==> config.mk <==
export PLATFORM = sky130hd
export DESIGN_NAME = sreg_slave
export DESIGN_NICKNAME = d
export VERILOG_FILES = /design/src/rtl/sreg_pkg.sv /design/src/rtl/sreg_sync.sv /design/src/rtl/sreg_regfile.sv /design/src/rtl/sreg_slave.sv
export SDC_FILE = /design/constraint.sdc
export NUM_CORES = 2
export LEC_CHECK = 0
export BUFFER_PORTS_ARGS = -buffer_cell sky130_fd_sc_hd__buf_2
export CELL_PAD_IN_SITES_DETAIL_PLACEMENT = 2
export CELL_PAD_IN_SITES_GLOBAL_PLACEMENT = 2
export CORE_UTILIZATION = 41
export CTS_CLUSTER_DIAMETER = 150
export DETAILED_ROUTE_END_ITERATION = 10
export GPL_TIMING_DRIVEN = 0
export PLACE_DENSITY = 0.82
export SYNTH_ARGS = -nofsm -noshare
export SYNTH_HDL_FRONTEND = slang
export SYNTH_SLANG_ARGS = --single-unit
export TNS_END_PERCENT = 1
==> constraint.sdc <==
create_clock -name clk -period 4.19 [get_ports clk]
set_clock_uncertainty 0.15 [all_clocks]
set_input_delay 0.838 -clock clk [delete_from_list [all_inputs] [get_ports clk]]
set_output_delay 0.838 -clock clk [all_outputs]
set_load 0.005 [all_outputs]
==> src/rtl/sreg_pkg.sv <==
package sreg_pkg;

    typedef enum logic [1:0] {
        ST_IDLE = 2'd0,
        ST_ADDR = 2'd1,
        ST_WAIT = 2'd2,
        ST_DATA = 2'd3
    } sreg_state_e;

endpackage

==> src/rtl/sreg_sync.sv <==
module sreg_sync #(
    parameter int              W       = 1,
    parameter int              STAGES  = 2,
    parameter logic [W-1:0]    RST_VAL = '0
) (
    input  logic         clk,
    input  logic         rst_n,
    input  logic [W-1:0] din,
    output logic [W-1:0] q
);

    logic [W-1:0] stage_q [STAGES];

    for (genvar g = 0; g < STAGES; g++) begin : g_stage
        if (g == 0) begin : g_first
            always_ff @(posedge clk or negedge rst_n) begin
                if (!rst_n) stage_q[g] <= RST_VAL;
                else        stage_q[g] <= din;
            end
        end else begin : g_next
            always_ff @(posedge clk or negedge rst_n) begin
                if (!rst_n) stage_q[g] <= RST_VAL;
                else        stage_q[g] <= stage_q[g-1];
            end
        end
    end

    assign q = stage_q[STAGES-1];

endmodule

==> src/rtl/sreg_regfile.sv <==
module sreg_regfile #(
    parameter int ADDR_W = 8,
    parameter int DATA_W = 8
) (
    input  logic              clk,
    input  logic              rst_n,
    input  logic              we,
    input  logic [ADDR_W-1:0] waddr,
    input  logic [DATA_W-1:0] wdata,
    input  logic [ADDR_W-1:0] raddr,
    output logic [DATA_W-1:0] rdata
);

    localparam int DEPTH = 1 << ADDR_W;

    logic [DATA_W-1:0] mem_q [DEPTH];

    always_ff @(posedge clk or negedge rst_n) begin
        if (!rst_n) begin
            for (int i = 0; i < DEPTH; i++) mem_q[i] <= '0;
        end else if (we) begin
            mem_q[waddr] <= wdata;
        end
    end

    assign rdata = mem_q[raddr];

endmodule

==> src/rtl/sreg_slave.sv <==
module sreg_slave
    import sreg_pkg::*;
#(
    parameter int ADDR_W        = 8,
    parameter int DATA_W        = 8,
    parameter int ACCESS_CYCLES = 6,
    parameter int SYNC_STAGES   = 2
) (
    input  logic clk,
    input  logic rst_n,
    input  logic cs_n,
    input  logic sclk,
    input  logic sdi,
    input  logic rw,
    output logic sdo,
    output logic sdo_oe,
    output logic wait_n
);

    localparam int SHIFT_W = (ADDR_W > DATA_W) ? ADDR_W : DATA_W;
    localparam int CNT_W   = (SHIFT_W > 2) ? $clog2(SHIFT_W) : 1;
    localparam int WAIT_W  = (ACCESS_CYCLES > 1) ? $clog2(ACCESS_CYCLES + 1) : 1;

    typedef struct packed {
        sreg_state_e        state;
        logic               sclk_prev;
        logic [CNT_W-1:0]   bit_cnt;
        logic [ADDR_W-1:0]  addr;
        logic [SHIFT_W-2:0] rx;
        logic [DATA_W-1:0]  tx;
        logic [WAIT_W-1:0]  wcnt;
    } regs_t;

    localparam regs_t REGS_RST = '{
        state:     ST_IDLE,
        sclk_prev: 1'b0,
        bit_cnt:   '0,
        addr:      '0,
        rx:        '0,
        tx:        '0,
        wcnt:      '0
    };

    // synchronized inputs: {cs_n, sclk, sdi, rw}
    logic [3:0] sync_q;

    sreg_sync #(
        .W       (4),
        .STAGES  (SYNC_STAGES),
        .RST_VAL (4'b1000)
    ) i_sync (
        .clk   (clk),
        .rst_n (rst_n),
        .din   ({cs_n, sclk, sdi, rw}),
        .q     (sync_q)
    );

    regs_t r_q, r_d;

    logic cs_act, sclk_s, sdi_s, rd_mode;
    logic sclk_rise, sclk_fall;
    logic [SHIFT_W-1:0] rx_shift;

    logic              reg_we;
    logic [ADDR_W-1:0] reg_waddr;
    logic [DATA_W-1:0] reg_wdata;
    logic [ADDR_W-1:0] reg_raddr;
    logic [DATA_W-1:0] reg_rdata;

    assign cs_act    = ~sync_q[3];
    assign sclk_s    = sync_q[2];
    assign sdi_s     = sync_q[1];
    assign rd_mode   = sync_q[0];
    assign sclk_rise = sclk_s & ~r_q.sclk_prev;
    assign sclk_fall = ~sclk_s & r_q.sclk_prev;
    assign rx_shift  = {sdi_s, r_q.rx};

    // look-ahead read port: first byte at the end of the wait, next byte at a byte boundary
    assign reg_raddr = (r_q.state == ST_WAIT) ? r_q.addr : r_q.addr + ADDR_W'(1);

    sreg_regfile #(
        .ADDR_W (ADDR_W),
        .DATA_W (DATA_W)
    ) i_regs (
        .clk   (clk),
        .rst_n (rst_n),
        .we    (reg_we),
        .waddr (reg_waddr),
        .wdata (reg_wdata),
        .raddr (reg_raddr),
        .rdata (reg_rdata)
    );

    always_comb begin
        r_d           = r_q;
        r_d.sclk_prev = sclk_s;
        reg_we        = 1'b0;
        reg_waddr     = r_q.addr;
        reg_wdata     = rx_shift[SHIFT_W-1 -: DATA_W];

        if (!cs_act) begin
            r_d.state   = ST_IDLE;
            r_d.bit_cnt = '0;
        end else begin
            unique case (r_q.state)
                ST_IDLE: begin
                    r_d.state   = ST_ADDR;
                    r_d.bit_cnt = '0;
                end
                ST_ADDR: begin
                    if (sclk_rise) begin
                        r_d.rx = rx_shift[SHIFT_W-1:1];
                        if (r_q.bit_cnt == CNT_W'(ADDR_W - 1)) begin
                            r_d.addr    = rx_shift[SHIFT_W-1 -: ADDR_W];
                            r_d.bit_cnt = '0;
                            r_d.wcnt    = WAIT_W'(ACCESS_CYCLES - 1);
                            r_d.state   = ST_WAIT;
                        end else begin
                            r_d.bit_cnt = r_q.bit_cnt + CNT_W'(1);
                        end
                    end
                end
                ST_WAIT: begin
                    if (r_q.wcnt == '0) begin
                        r_d.state = ST_DATA;
                        r_d.tx    = reg_rdata;
                    end else begin
                        r_d.wcnt = r_q.wcnt - WAIT_W'(1);
                    end
                end
                ST_DATA: begin
                    if (sclk_rise) begin
                        r_d.rx = rx_shift[SHIFT_W-1:1];
                        if (r_q.bit_cnt == CNT_W'(DATA_W - 1)) begin
                            r_d.bit_cnt = '0;
                            r_d.addr    = r_q.addr + ADDR_W'(1);
                            if (rd_mode) begin
                                r_d.tx = reg_rdata;
                            end else begin
                                reg_we = 1'b1;
                            end
                        end else begin
                            r_d.bit_cnt = r_q.bit_cnt + CNT_W'(1);
                        end
                    end else if (sclk_fall && rd_mode && r_q.bit_cnt != '0) begin
                        r_d.tx = r_q.tx >> 1;
                    end
                end
                default: r_d.state = ST_IDLE;
            endcase
        end
    end

    always_ff @(posedge clk or negedge rst_n) begin
        if (!rst_n) r_q <= REGS_RST;
        else        r_q <= r_d;
    end

    assign sdo_oe = cs_act & rd_mode;
    assign sdo    = (r_q.state == ST_DATA && rd_mode) ? r_q.tx[0] : 1'b0;
    assign wait_n = (r_q.state != ST_WAIT);

endmodule

## After elaboration in Yosys (flattened, before gate mapping)

Index checks and enable logic that the tools add are counted.

- Logic and storage cells: 351
- Flip-flop bits (word level): 2088
- Input bits: 6
- Output and inout bits: 3

- Order comparisons: 3
- Bitwise gates (word level): 8
- Equal/unequal tests: 18
- Reductions and logical operators: 18
- Add/sub/neg operators: 3
- Multiplexer cells: 36

Operator list:

| operator | count |
|---|---|
| bitwise mux 2048 bit | 1 |
| 2-to-1 mux 8 bit | 11 |
| binary-select mux 8 bit (select 8 bit) | 1 |
| demux 8 bit (select 8 bit) | 1 |
| 2-to-1 mux 18 bit | 2 |
| one-hot mux 15 bit (2 select lines) | 1 |
| greater-or-equal comparator 9 bit (second input constant) | 2 |
| inverter 8 -> 9 bit | 2 |
| one-hot mux 8 bit (2 select lines) | 1 |
| 2-to-1 mux 3 bit | 5 |
| != test 2 bit (second input constant) | 6 |
| != test 3 x 2 -> 1 bit (second input constant) | 4 |
| AND reduction 6 bit | 2 |
| less-than comparator 9 x 1 -> 1 bit (second input constant) | 1 |
| one-hot mux 3 bit (3 select lines) | 1 |
| adder 8 x 1 -> 8 bit (second input constant) | 1 |
| 2-to-1 mux 2 bit | 4 |
| AND reduction 4 bit | 2 |
| nonzero test 4 bit | 2 |
| 2-to-1 mux 1 bit | 6 |
| != test 3 bit (second input constant) | 2 |
| one-hot mux 2 bit (3 select lines) | 1 |
| one-hot mux 3 bit (2 select lines) | 1 |
| nonzero test 2 bit | 3 |
| other kinds (15) | 23 |

## Logic depth before layout (Yosys ltp)

- Depth in word-level cells: 10
- Depth in mapped cells: 17

## Modules after synthesis

A second synthesis with hierarchy kept.

- Cell total of the unflattened synthesis: 6261
- Area, all modules: 95555.4 um^2

By module, submodules not included:

| module | cells an instance | area an instance (um^2) | instances |
|---|---|---|---|
| sreg_regfile | 6068 | 93414.6 | 1 |
| sreg_slave | 181 | 1908.1 | 1 |
| sreg_sync | 12 | 232.7 | 1 |

## Worst setup path after synthesis

Ideal clock, no wire load.

- Kind: register -> register
- Start: register r_q, in the netlist reg_waddr[0]
- End: register r_q[6] (netlist name)
- Stages on the path, launching flop included: 18
- Path slack: 0.199 ns
- Library setup time: 0.149 ns
- Arrival: 3.693 ns
- Period minus slack after synthesis: 3.991 ns
- Buffers on the path: 7
- Cells stage by stage: dfrtp_1 buf_2 inv_2 clkbuf_1 clkbuf_1 ha_1 nor2b_1 buf_2 or2_1 buf_2 buf_4 buf_2 mux4_2 a22oi_1 a21oi_1 o41ai_1 o221a_2 a31oi_1

- Cells in the longest elaborated chain, start to end: 10
- Elaborated cells on any way between the ends: 11
- Those cells by class: 1 x add/sub; 9 x mux; 1 x bitwise

RTL lines:

| item | line | text |
|---|---|---|
| start, declared | sreg_slave.sv:58 | `regs_t r_q, r_d;` |
| start signal, assigned | sreg_slave.sv:156 | `else r_q <= r_d;` |
| adder 8 x 1 -> 8 bit | sreg_slave.sv:79 | `assign reg_raddr = (r_q.state == ST_WAIT) ? r_q.addr : r_q.addr + ADDR_W'(1);` |
| 2-to-1 mux 8 bit (*) | sreg_slave.sv:79 |  |
| inverter 8 -> 9 bit (implied by the code) (*) | sreg_regfile.sv:26 | `assign rdata = mem_q[raddr];` |
| binary-select mux 8 bit (select 8 bit) (*) | sreg_regfile.sv:26 |  |
| 2-to-1 mux 8 bit (implied by the code) (*) (2 in series) | sreg_regfile.sv:26 |  |
| 2-to-1 mux 8 bit | sreg_slave.sv:137 | `if (rd_mode) begin` |
| 2-to-1 mux 8 bit | sreg_slave.sv:134 | `if (r_q.bit_cnt == CNT_W'(DATA_W - 1)) begin` |
| 2-to-1 mux 8 bit | sreg_slave.sv:132 | `if (sclk_rise) begin` |
| one-hot mux 8 bit (2 select lines) (*) | sreg_slave.sv:105 | `unique case (r_q.state)` |

Mark *: on every way between the ends. The rest lies on a longest branch, timed or not. The select of a mux whose other input is x is not followed.
A chain may end at the register's enable or synchronous reset.

## Final worst setup path

- Start: register r_q[30] (netlist name)
- End: register r_q[8] (netlist name)

- Cells in the longest elaborated chain, start to end: 10
- Elaborated cells on any way between the ends: 18
- Those cells by class: 6 x eq/ne; 9 x mux; 1 x bitwise; 2 x reduce/logical

RTL lines:

| item | line |
|---|---|
| == test 2 bit | sreg_slave.sv:79, sreg_slave.sv:105 |
| 2-to-1 mux 8 bit | sreg_slave.sv:79 |
| inverter 8 -> 9 bit (implied by the code) | sreg_regfile.sv:26 |
| binary-select mux 8 bit (select 8 bit) | sreg_regfile.sv:26 |
| 2-to-1 mux 8 bit (implied by the code) (2 in series) | sreg_regfile.sv:26 |
| 2-to-1 mux 8 bit | sreg_slave.sv:137 |
| 2-to-1 mux 8 bit | sreg_slave.sv:134 |
| 2-to-1 mux 8 bit | sreg_slave.sv:132 |
| one-hot mux 8 bit (2 select lines) | sreg_slave.sv:105 |

Several ways; a longest one is shown, not always the timed one. The select of a mux whose other input is x is not followed.

==> key figures <==
Outcome
  – Status: complete, but fails checks
  – Failing checks: capacitance limit, slew limit, setup timing

STA
  – Hold Fails Final Rpt: 0
  – Min Tclk post-route: 5.13 ns
  – RSZ-0062 raised after global routing: true
  – Final Worst Setup Slack: -0.939 ns
  – Worst slew pin tran: 1.63 ns
  – Hold_ws: 0.210 ns
  – Fmax: 195 MHz
  – Worst slew margin: -8.97%
  – Crit share post-route: 122%
  – Pins Over Slew Limit: 38
  – Final setup vio count: 1337

Synth
  – Post-Syn Area: 99200 sq um
  – Synth top area share: 52.6%
  – Most frequent cells after synthesis: 2086 x dfrtp_1, 2056 x mux2_2, 1044 x a22oi_1
  – Mapped Nets: 7500
  – FF+latch count, synth: 2088
  – Sequential fraction of the synthesis area: 52.7%
  – Post-synth EDFFs: 0
  – Synth Warn #: 0
  – Ys async rst share: 100%
  – Synth unique cells: 53
  – Post-synth top area cell: dfrtp_1
  – Syn Inst Count: 7480
  – Ranking of synthesized cells by area: dfrtp_1 53%, mux2_2 23%, a22oi_1 7.9%
  – Most common cell in the synthesized netlist: dfrtp_1
  – Most used DFF post-synth: dfrtp_1
  – Synthesized area per cell: around 13 sq um

Power and ir drop
  – Sw Ratio: between 30% and 40%
  – Clk network pwr share: ~46%
  – PwrDens: 427 nW/um^2
  – VDD IR max: just over 500 uV
  – Int Pwr: 33.9 mW
  – P_leak: 51.1 nW
  – Comb power frac: 13.1%
  – Flop pwr share: about two fifths
  – Switch Pwr: 15.5 mW

Setup path
  – WS Path Type: reg -> reg
  – Arr. time, crit path: between 5 and 6 ns
  – Worst endpoint required time: approximately 4.8 ns
  – CP max FO: 10
  – Cell chain of the critical path: inv_2, ha_1, buf_6, nor2b_1, clkbuf_2, buf_2, clkbuf_2, a22oi_1, nand3_1, nand3_1, a41oi_4, nor4_2, o221a_2, a31oi_4
  – Critical path launch point type: flip-flop
  – R2R Setup Slk: -0.94 ns
  – Crit path capture type: flip-flop
  – Max incr delay on CP: ~0.65 ns
  – Slowest library cell on the worst path: nor4_2

Clocking
  – Clk buf depth: 3
  – H-tree level count: 4
  – CTS tree: done
  – Clk pin slew, worst setup/hold paths: 0.07 ns
  – Skew-Pair Late Insertion Delay: 0.98 ns
  – Clock root cell: clkbuf_16
  – Inserted Clock Buffers: 225
  – Clock sinks: 2088

Floorplanning
  – Rows: 180
  – Die height: 494 um
  – Core Box Area: 241000 sq um
  – DIE WIDTH: 494 um
  – Top Ports: 9
  – Die area: 244000 sq um
  – Initial Util: 41.3%

Detailed routing
  – Pre-antenna DRT Iters: 8
  – Initial drt markers: 10.3k
  – Post-route ant nets: 0
  – Vias per cell: 7.27
  – Drt wl/cell: 46.2 um
  – Drt drc: 0
  – Via count: 81.7k
  – Drt total wl: 520000 um

Global route
  – First-pass GRT wire length: 713000 um
  – GRT Util Overall: between 40% and 50%
  – Pin count of the biggest net entering global routing: 171
  – Vias in the first global route: 86.9k
  – Initial antenna violation count: 61
  – GRT overflow: 0

Job
  – Max-cap violation count: 4

Hold path
  – Worst Hold Class: reg -> reg

Finish
  – Synthesis-to-layout area growth: 16.5%
  – NumNets Final: 7844
  – Layout cell share with drive strength beyond 1: a little over two fifths

Place
  – Worst Setup Slack post-DPL: -4.12 ns
  – Port Buffers: 8
  – Gp weighted congestion: between 0.9 and 1
  – Dpl hpwl: 315000 um
## logic make-up after synthesis
kind of cell | count (synthesis) | synth area share (%)
adders and majority gates | 14 | 0.177
buffers and inverters | 670 | 2.65
muxes | 2346 | 29.9
and+or+nand+nor | 1089 | 5.15
AOI/OAI and AO/OA | 1270 | 9.45
DFF | 2088 | 52.7
xor gates and xnor gates | 3 | 0.0265
## flip-flops by register name, indices dropped and copies added (netlist names)
register,cells
reg_waddr,8
i_sync.q,4
i_regs.mem_q,2048
i_sync.stage_q,4
r_q,24
## cells in the final DEF, fill, tap and decap left out, drive strengths merged, types with 3 or more instances in the layout
master,n
nand4,3
bufinv,27
a22o,4
mux4,288
clkinv,68
mux2,2056
nor2b,12
diode,37
ha,14
nor4,16
o221a,7
clkinvlp,7
inv,20
a22oi,1044
dlygate4sd3,5
o22ai,5
nand3,698
nor2,286
nor3,6
o41ai,17
a31oi,9
nand2,50
clkdlybuf4s15,6
a41oi,56
o21ai,19
clkbuf,846
dfrtp,2086
and2,5
a21oi,95
buf,233
nand2b,5
## power groups by stage
stage          registers [mW]  clock network, mW  logic (mW)
2_1_floorplan            20.6                  0        2.15
6_report                 20.3               22.7        6.46
5_1_grt                  20.3               23.1        6.35
4_1_cts                  20.3               22.2        5.79
3_5_place_dp             20.6                  0        5.57
3_3_place_gp             20.7                  0        5.21
## final cells by class
cell class,instances,area [sq um]
diodes,37,92.6
plain buffers,654,3400
clock buffers,317,6570
clock inverters,108,1550
fillers,22528,125000
inverters,14,68.8
multi-input cells,4722,46100
flip-flops and latches,2088,52300
well taps,3185,3990
repair buffers,119,1650
## through the flow
step                      setup TNS (ns)  instance area, sq um  std cells  utilization, %  total power, mW
after global routing              -97.36                116000      11213            48.0             49.8
after CTS                        -150.08                115000      11181            47.7             48.3
after global placement                 -                103000      10673            42.9             25.9
after detailed placement        -2155.88                104000      10704            43.3             26.2
after floorplan                        0                 99200       7480               -             22.8
final                            -207.91                116000      11244            48.1             49.4
## repair_timing
item,CTS,global route
pin swaps,38,21
gates cloned,2,0
hold buffers,5,0
resized for setup,544,210
endpoints found under the setup margin,1930,2063
setup buffers,47,25
endpoints found under the hold margin,114,0
## final timing paths
| kind | startpoint | to | cells past startpoint |
|---|---|---|---|
| max reg2reg | r_q[30] | r_q[8] | 14 |
| min in group asynchronous | rst_n | i_regs.mem_q[1235] | 2 |
| max in group asynchronous | rst_n | i_regs.mem_q[779] | 6 |
| min | i_sync.stage_q[7] | i_sync.q[3] | 0 |
| min reg2reg | i_sync.stage_q[7] | i_sync.q[3] | 0 |
| max | r_q[30] | r_q[8] | 14 |
## critical path: cells and delay by family (launching register included)
| family | cells | cell delay, ns |
|---|---|---|
| AOI/OAI and AO/OA | 4 | 1.47 |
| adders and majority gates | 1 | 0.21 |
| and+or+nand+nor | 4 | 1.22 |
| DFF | 1 | 0.47 |
| buffers and inverters | 5 | 1.37 |
## routing by layer
metal | part of all wire [%] | vias to the layer above | wire, um | track usage, %
met1 | 34 | 43367 | 177000 | 47.2
met5 | 0.13 | - | 664 | 0.313
met2 | 44 | 6491 | 226000 | 61.6
li1 | - | 29265 | - | -
met4 | 10 | 48 | 54000 | 35.9
met3 | 12 | 2547 | 61900 | 15.9
No activity file was read; power rests on OpenSTA's default activity.
